<file path="src/rtl/tbm_pkg.sv">
package tbm_pkg;
  localparam int ROWS    = 9;
  localparam int PTR_ROW = 3;

  typedef struct packed {
    logic lop;
    logic ais_p;
    logic ais_l;
    logic loc;
    logic lod;
  } alarm_t;

  typedef struct packed {
    logic spe;
    logic c1j1;
  } mark_t;
endpackage

</file>
<file path="src/rtl/tbm_pos_cnt.sv">
module tbm_pos_cnt #(
  parameter int COLS = 270,
  parameter int ROWS = 9,
  localparam int COL_W = $clog2(COLS),
  localparam int ROW_W = $clog2(ROWS)
) (
  input  logic             clk_i,
  input  logic             rst_ni,
  input  logic             frame_start_i,
  output logic [ROW_W-1:0] row_o,
  output logic [COL_W-1:0] col_o,
  output logic             sync_o
);
  logic [ROW_W-1:0] row_q;
  logic [COL_W-1:0] col_q;
  logic             sync_q;

  // position of the byte presented this cycle
  always_comb begin
    row_o  = frame_start_i ? '0 : row_q;
    col_o  = frame_start_i ? '0 : col_q;
    sync_o = frame_start_i | sync_q;
  end

  always_ff @(posedge clk_i or negedge rst_ni) begin
    if (!rst_ni) begin
      row_q  <= '0;
      col_q  <= '0;
      sync_q <= 1'b0;
    end else begin
      sync_q <= sync_o;
      if (int'(col_o) == COLS - 1) begin
        col_q <= '0;
        row_q <= (int'(row_o) == ROWS - 1) ? '0 : row_o + 1'b1;
      end else begin
        col_q <= col_o + 1'b1;
        row_q <= row_o;
      end
    end
  end

  p_col_range_r2: assert property (@(posedge clk_i) disable iff (!rst_ni)
    int'(col_q) < COLS && int'(row_q) < ROWS);

  p_restart_r2: assert property (@(posedge clk_i) disable iff (!rst_ni)
    frame_start_i |=> (col_q == COL_W'(1) && row_q == '0));
endmodule

</file>
<file path="src/rtl/tbm_mark_gen.sv">
module tbm_mark_gen
  import tbm_pkg::*;
#(
  parameter int STS_N = 3,
  parameter int PTR_W = 10,
  parameter int COLS  = 90 * STS_N,
  parameter int ROWS  = 9,
  localparam int COL_W = $clog2(COLS),
  localparam int ROW_W = $clog2(ROWS)
) (
  input  logic             clk_i,
  input  logic             rst_ni,
  input  logic [ROW_W-1:0] row_i,
  input  logic [COL_W-1:0] col_i,
  input  logic             sync_i,
  input  logic [PTR_W-1:0] ptr_i,
  input  logic             inc_i,
  input  logic             dec_i,
  input  logic             pos_mode_i,
  output mark_t            mark_o
);
  localparam int OH_COLS   = 3 * STS_N;
  localparam int PAY_COLS  = COLS - OH_COLS;
  localparam int PAY_BYTES = PAY_COLS * ROWS;
  localparam int PTR_MAX   = PAY_BYTES / STS_N - 1;
  localparam int A2_LAST   = 2 * STS_N - 1;
  localparam int C1_FIRST  = 2 * STS_N;
  localparam int H2_LAST   = 2 * STS_N - 1;
  localparam int H3_FIRST  = 2 * STS_N;
  localparam int INC_LAST  = OH_COLS + STS_N - 1;

  logic [PTR_W-1:0] ptr_q;
  logic             ptr_ok_q, inc_q, dec_q;
  logic             is_pay, in_ptr_row, spe, j1, c1;
  int               row_n, col_n, rrel, idx;

  always_comb begin
    row_n      = int'(row_i);
    col_n      = int'(col_i);
    is_pay     = col_n >= OH_COLS;
    in_ptr_row = row_n == PTR_ROW;
    // payload numbering restarts right after the last H3 byte
    rrel = (row_n >= PTR_ROW) ? row_n - PTR_ROW : row_n + ROWS - PTR_ROW;
    idx  = rrel * PAY_COLS + col_n - OH_COLS;

    spe = sync_i && is_pay;
    if (in_ptr_row && dec_q && col_n >= H3_FIRST && col_n < OH_COLS) spe = 1'b1;
    if (in_ptr_row && inc_q && col_n >= OH_COLS && col_n <= INC_LAST) spe = 1'b0;

    j1 = pos_mode_i && sync_i && is_pay && ptr_ok_q && spe &&
         (int'(ptr_q) <= PTR_MAX) && (idx == int'(ptr_q) * STS_N);
    c1 = sync_i && (row_n == 0) && (col_n == (pos_mode_i ? C1_FIRST : A2_LAST));

    mark_o.spe  = spe;
    mark_o.c1j1 = c1 | j1;
  end

  always_ff @(posedge clk_i or negedge rst_ni) begin
    if (!rst_ni) begin
      ptr_q    <= '0;
      ptr_ok_q <= 1'b0;
      inc_q    <= 1'b0;
      dec_q    <= 1'b0;
    end else if (sync_i && in_ptr_row && col_n == H2_LAST) begin
      ptr_q    <= ptr_i;
      ptr_ok_q <= 1'b1;
      inc_q    <= inc_i & ~dec_i;
      dec_q    <= dec_i & ~inc_i;
    end
  end

  p_c1_oh_r6: assert property (@(posedge clk_i) disable iff (!rst_ni)
    (sync_i && pos_mode_i && row_n == 0 && col_n == C1_FIRST) |-> (mark_o.c1j1 && !mark_o.spe));

  p_nosync_quiet_r2: assert property (@(posedge clk_i) disable iff (!rst_ni)
    !sync_i |-> (mark_o == '0));

  p_idx_range_r7: assert property (@(posedge clk_i) disable iff (!rst_ni)
    is_pay |-> (idx >= 0 && idx < PAY_BYTES));
endmodule

</file>
<file path="src/rtl/tbm_par_gen.sv">
module tbm_par_gen
  import tbm_pkg::*;
#(
  parameter int DATA_W = 8
) (
  input  logic [DATA_W-1:0] data_i,
  input  mark_t             mark_i,
  input  logic              en_i,
  input  logic              even_i,
  input  logic              full_i,
  output logic              par_o
);
  logic bits;

  always_comb begin
    bits  = ^data_i ^ (full_i & (mark_i.spe ^ mark_i.c1j1));
    par_o = en_i & (even_i ? bits : ~bits);
  end
endmodule

</file>
<file path="src/rtl/tbus_rx_mark_gen.sv">
module tbus_rx_mark_gen
  import tbm_pkg::*;
#(
  parameter int STS_N  = 3,
  parameter int DATA_W = 8,
  parameter int PTR_W  = 10
) (
  input  logic              clk_i,
  input  logic              rst_ni,
  input  logic              frame_start_i,
  input  logic [DATA_W-1:0] data_i,
  input  logic [PTR_W-1:0]  ptr_i,
  input  logic              ptr_inc_i,
  input  logic              ptr_dec_i,
  input  logic              lop_i,
  input  logic              ais_p_i,
  input  logic              ais_l_i,
  input  logic              loc_i,
  input  logic              lod_i,
  input  logic              pos_mode_i,
  input  logic              par_en_i,
  input  logic              par_even_i,
  input  logic              par_full_i,
  output logic [DATA_W-1:0] data_o,
  output logic              spe_o,
  output logic              c1j1_o,
  output logic              par_o,
  output logic              fail_o
);
  localparam int COLS  = 90 * STS_N;
  localparam int COL_W = $clog2(COLS);
  localparam int ROW_W = $clog2(ROWS);

  logic [ROW_W-1:0] row;
  logic [COL_W-1:0] col;
  logic             sync;
  mark_t            mark;
  logic             par_d;
  alarm_t           alarms;

  assign alarms = '{lop: lop_i, ais_p: ais_p_i, ais_l: ais_l_i, loc: loc_i, lod: lod_i};

  tbm_pos_cnt #(.COLS(COLS), .ROWS(ROWS)) u_pos (
    .clk_i(clk_i), .rst_ni(rst_ni), .frame_start_i(frame_start_i),
    .row_o(row), .col_o(col), .sync_o(sync)
  );

  tbm_mark_gen #(.STS_N(STS_N), .PTR_W(PTR_W), .COLS(COLS), .ROWS(ROWS)) u_mark (
    .clk_i(clk_i), .rst_ni(rst_ni), .row_i(row), .col_i(col), .sync_i(sync),
    .ptr_i(ptr_i), .inc_i(ptr_inc_i), .dec_i(ptr_dec_i), .pos_mode_i(pos_mode_i),
    .mark_o(mark)
  );

  tbm_par_gen #(.DATA_W(DATA_W)) u_par (
    .data_i(data_i), .mark_i(mark), .en_i(par_en_i), .even_i(par_even_i),
    .full_i(par_full_i), .par_o(par_d)
  );

  always_ff @(posedge clk_i or negedge rst_ni) begin
    if (!rst_ni) begin
      data_o <= '0;
      spe_o  <= 1'b0;
      c1j1_o <= 1'b0;
      par_o  <= 1'b0;
      fail_o <= 1'b0;
    end else begin
      data_o <= data_i;
      spe_o  <= mark.spe;
      c1j1_o <= mark.c1j1;
      par_o  <= par_d;
      fail_o <= |alarms;
    end
  end

  p_fail_set_r10: assert property (@(posedge clk_i) disable iff (!rst_ni)
    (lop_i || ais_p_i || ais_l_i || loc_i || lod_i) |=> fail_o);

  p_fail_clr_r10: assert property (@(posedge clk_i) disable iff (!rst_ni)
    !(lop_i || ais_p_i || ais_l_i || loc_i || lod_i) |=> !fail_o);

  p_par_off_r9: assert property (@(posedge clk_i) disable iff (!rst_ni)
    !par_en_i |=> !par_o);

  p_a2_excl_r8: assert property (@(posedge clk_i) disable iff (!rst_ni)
    !pos_mode_i |=> !(c1j1_o && spe_o));
endmodule

</file>
<file path="config.mk">
export PLATFORM = sky130hd
export DESIGN_NAME = tbus_rx_mark_gen
export DESIGN_NICKNAME = d
export VERILOG_FILES = /design/src/rtl/tbm_pkg.sv /design/src/rtl/tbm_pos_cnt.sv /design/src/rtl/tbm_mark_gen.sv /design/src/rtl/tbm_par_gen.sv /design/src/rtl/tbus_rx_mark_gen.sv
export SDC_FILE = /design/constraint.sdc
export NUM_CORES = 1
export LEC_CHECK = 0
export BUFFER_PORTS_ARGS = -buffer_cell sky130_fd_sc_hd__buf_2
export CORE_MARGIN = 2
export CORE_UTILIZATION = 39
export DETAILED_ROUTE_END_ITERATION = 10
export GPL_ROUTABILITY_DRIVEN = 0
export MAX_ROUTING_LAYER = met4
export SLEW_MARGIN = 20
export SYNTH_ARGS = -nofsm -noshare
export SYNTH_HDL_FRONTEND = slang
export SYNTH_SLANG_ARGS = --single-unit
export TNS_END_PERCENT = 20
</file>
<file path="constraint.sdc">
create_clock -name clk_i -period 9.9 [get_ports clk_i]
set_input_delay 0.495 -clock clk_i [delete_from_list [all_inputs] [get_ports clk_i]]
set_output_delay 0.495 -clock clk_i [all_outputs]
set_load 0.02 [all_outputs]
</file>
==> run metrics <==
initial drt markers=269; met3 WL=about 560 um; hold buffer count at cts=0; reg-to-reg endpoint=par_o$_DFF_PN0_; Synth area leader=ha_1; Clock Latency Late Sink=a little under 0.3 ns; CP Class=register to register; Synth Area per Inst=around 8.8 sq um; Die Wd=around 120 um; synth warn=0; ys async rst share=between 90% and 100%; largest cells by area after synthesis=ha_1 19%, dfrtp_1 18%, fa_1 12%; htree depth=2; Ports=44; M1 WL=5720 um; core area=between 10000 and 15000 sq um; DR WL met2=between 6000 and 7000 um; fin crit period=around 7.1 ns; share of cells above drive strength 1=between 10% and 20%; Cell Area, Placed=~5700 sq um; Fmax=between 100 and 150 MHz; port buffer count=43; dpl hpwl=10400 um; GRT Residual Overflow=0; Fillers=between 1000 and 1500; max-cap violations=0; Max Used Layer=met4; register bit total from synthesis=39; Worst R2R Start=u_pos.row_q[2]$_DFF_PN0_; Total GRT Usage=between 15 and 20%; Final Hold Viols=0; final worst setup slack=approximately 2.8 ns; PwrDens=between 70 and 80 nW/um^2; Max Root-Sink Buffers=2; Worst Path Required=a little over 10 ns; CTS tree=yes; outcome=completed; placed instance count=a little over 800; Setup Skew=a little over 0.008 ns; largest net degree at the start of global routing=40; global-route wire length before repair=between 20000 and 25000 um; Avg WL per Cell=roughly 15 um; Cell Rows=42; final instance area=between 5000 and 6000 sq um; total CTS buffers=5; Final Power=466 uW; CTS resizes=0; antenna cells=0; dominant synthesized flop cell=dfrtp_1; Post-Route WL=between 10000 and 15000 um; initial antenna violation count=0; Crit. End Element=register; Die Ht=roughly 120 um; CTS Root Cell=clkbuf_16; post-synthesis cell type count=between 70 and 80; synthesized instance count=a little over 600; Post-DRT Antenna Nets=0; Post-synth EDFFs=0; Rel. slew slack=a little under two fifths; RSZ-0062 raised after global routing=false; period utilisation layout=71.4%; # Post-CTS Setup Buffers=0; via count of the first global-routing pass=between 4000 and 5000; CTS Sinks=39; worst path arrival time=7.24 ns; final net count=~800; worst-path maximum fanout=10; DRC errors left=0; DR vias/cell=~5.4; Hold WC Path Type=input port to asynchronous set/reset pin; clock-pin slew on the worst setup and hold paths=0.06 ns; slew at the pin closest to its max-slew limit=between 0.9 and 1 ns; worst vdd ir=~0.12 mV; final setup violating endpoints=0; Initial Util=between 40% and 50%; P_leak=slightly above 0.003 uW; register area share after synthesis=~18%; Worst Setup Start Kind=register; Max Slew Vio Count=0; die footprint=approximately 15000 sq um; Post-Syn Nets=764; Area growth syn-to-layout=10.2%; mapped cell area=roughly 5400 sq um; top cell type's share of synthesized area=around 19%; drt pass-1 iters=5; pre-CTS setup slack=2.61 ns; Final Non-Filler Cells=approximately 830; r2r setup slk=roughly 2.8 ns; reg2reg path depth=25; via count=4494; Setup TNS Final=0 ns
==> cell type report <==
type / instances / area (sq um) / area share, %
Timing Repair Buffer: 44 / 223 / 3.75
Clock buffer: 5 / 125 / 2.10
Multi-Input combinational cell: 475 / 4010 / 67.4
Inverter: 84 / 323 / 5.43
Clock inverter: 3 / 71.3 / 1.20
Tap cell: 176 / 220 / 3.70
Sequential cell: 39 / 976 / 16.4
==> per-stage QoR <==
stage / hold slack (ns) / util [%]
global placement: 0.450 / 43.1
finish: 0.312 / 44.5
global route: 0.322 / 44.5
detailed placement: 0.454 / 43.1
floorplan: 0.199 / -
CTS: 0.320 / 44.5
==> how the worst max path moves through the flow <==
stage | start | end | slack, ns | cells past startpoint
floorplan | frame_start_i | par_o$_DFF_PN0_ | 3.44 | 27
global placement | frame_start_i | par_o$_DFF_PN0_ | 2.74 | 26
detailed placement | frame_start_i | par_o$_DFF_PN0_ | 2.61 | 27
CTS | u_pos.row_q[2]$_DFF_PN0_ | par_o$_DFF_PN0_ | 2.87 | 25
global route | u_pos.row_q[2]$_DFF_PN0_ | par_o$_DFF_PN0_ | 2.18 | 25
finish | u_pos.row_q[2]$_DFF_PN0_ | par_o$_DFF_PN0_ | 2.83 | 25
==> synth_stat cells, drive strengths merged (8+ instances only) <==
cell / n
fa: 33
a21oi: 33
xor2: 11
xnor2: 38
a31oi: 12
nand3: 9
clkbuf: 11
nand2: 45
dfrtp: 39
mux2: 10
nor2b: 13
ha: 84
o21ai: 30
inv: 84
nor3: 8
a21o: 10
nor2: 41
==> metal layers <==
metal  vias up  GRT usage [%]
met4         0           5.46
met5         -              -
met2       137           30.9
met1      2153           23.7
met3        14           2.11
li1       2190              -
==> cells in the final DEF, fill, tap and decap left out, types with 4 or more instances in the layout <==
| cell type | instances |
|---|---|
| a21oi_1 | 33 |
| nor3_1 | 8 |
| buf_2 | 43 |
| xor2_1 | 11 |
| o21ai_0 | 28 |
| and3_1 | 4 |
| o22ai_1 | 4 |
| a31oi_1 | 12 |
| or2_2 | 6 |
| mux2_2 | 10 |
| nor2b_1 | 12 |
| dfrtp_1 | 39 |
| ha_1 | 84 |
| a21o_1 | 10 |
| nor2_1 | 41 |
| nand4_1 | 6 |
| xnor2_1 | 38 |
| nand2_1 | 45 |
| a211oi_1 | 6 |
| nand3_1 | 9 |
| nand2b_1 | 6 |
| nor4_1 | 5 |
| fa_1 | 33 |
| clkbuf_16 | 5 |
| inv_1 | 83 |
==> cell families (layout without fill, tap and decap cells) <==
kind of cell | after synthesis | in the layout | share of synthesized area, %
buffers and inverters | 101 | 136 | 7.61
and+or+nand+nor | 164 | 164 | 15.4
xor gates and xnor gates | 50 | 50 | 8.38
AOI/OAI and AO/OA | 132 | 132 | 16.3
adders and majority gates | 119 | 119 | 32.1
DFF | 39 | 39 | 18.1
muxes | 10 | 10 | 2.09
==> registers in the layout (all words and copies together) (netlist names) <==
register         flops
u_pos.sync_q         1
data_o               8
par_o                1
u_mark.inc_q         1
spe_o                1
c1j1_o               1
u_pos.row_q          4
u_mark.ptr_q        10
fail_o               1
u_pos.col_q          9
u_mark.dec_q         1
u_mark.ptr_ok_q      1
==> critical path: stages (launching register included) <==
cell and delay [ns]:
dfrtp_1 0.50, nor2b_1 0.45, ha_1 0.23, nand2_1 0.06, xor2_1 0.15, or2_2 0.32, nor2_1 0.10, nor2_1 0.04
nor2_1 0.65, inv_1 0.20, ha_1 0.25, fa_1 0.48, inv_1 0.08, fa_1 0.51, inv_1 0.04, ha_1 0.29
ha_1 0.45, nand2_1 0.11, o21ai_0 0.66, a2bb2oi_1 0.29, o2111ai_1 0.14, nor4_1 0.20, nand4_1 0.14, a211oi_1 0.26
and3_1 0.26, o211ai_2 0.10
==> where the power goes <==
part           switching, uW  leakage, uW  internal [uW]  total, uW
registers               3.62     0.000509            164        168
logic                   45.3      0.00244           37.5       82.8
clock network           69.1    0.0000959            146        215
No activity file was read; power rests on OpenSTA's default activity.
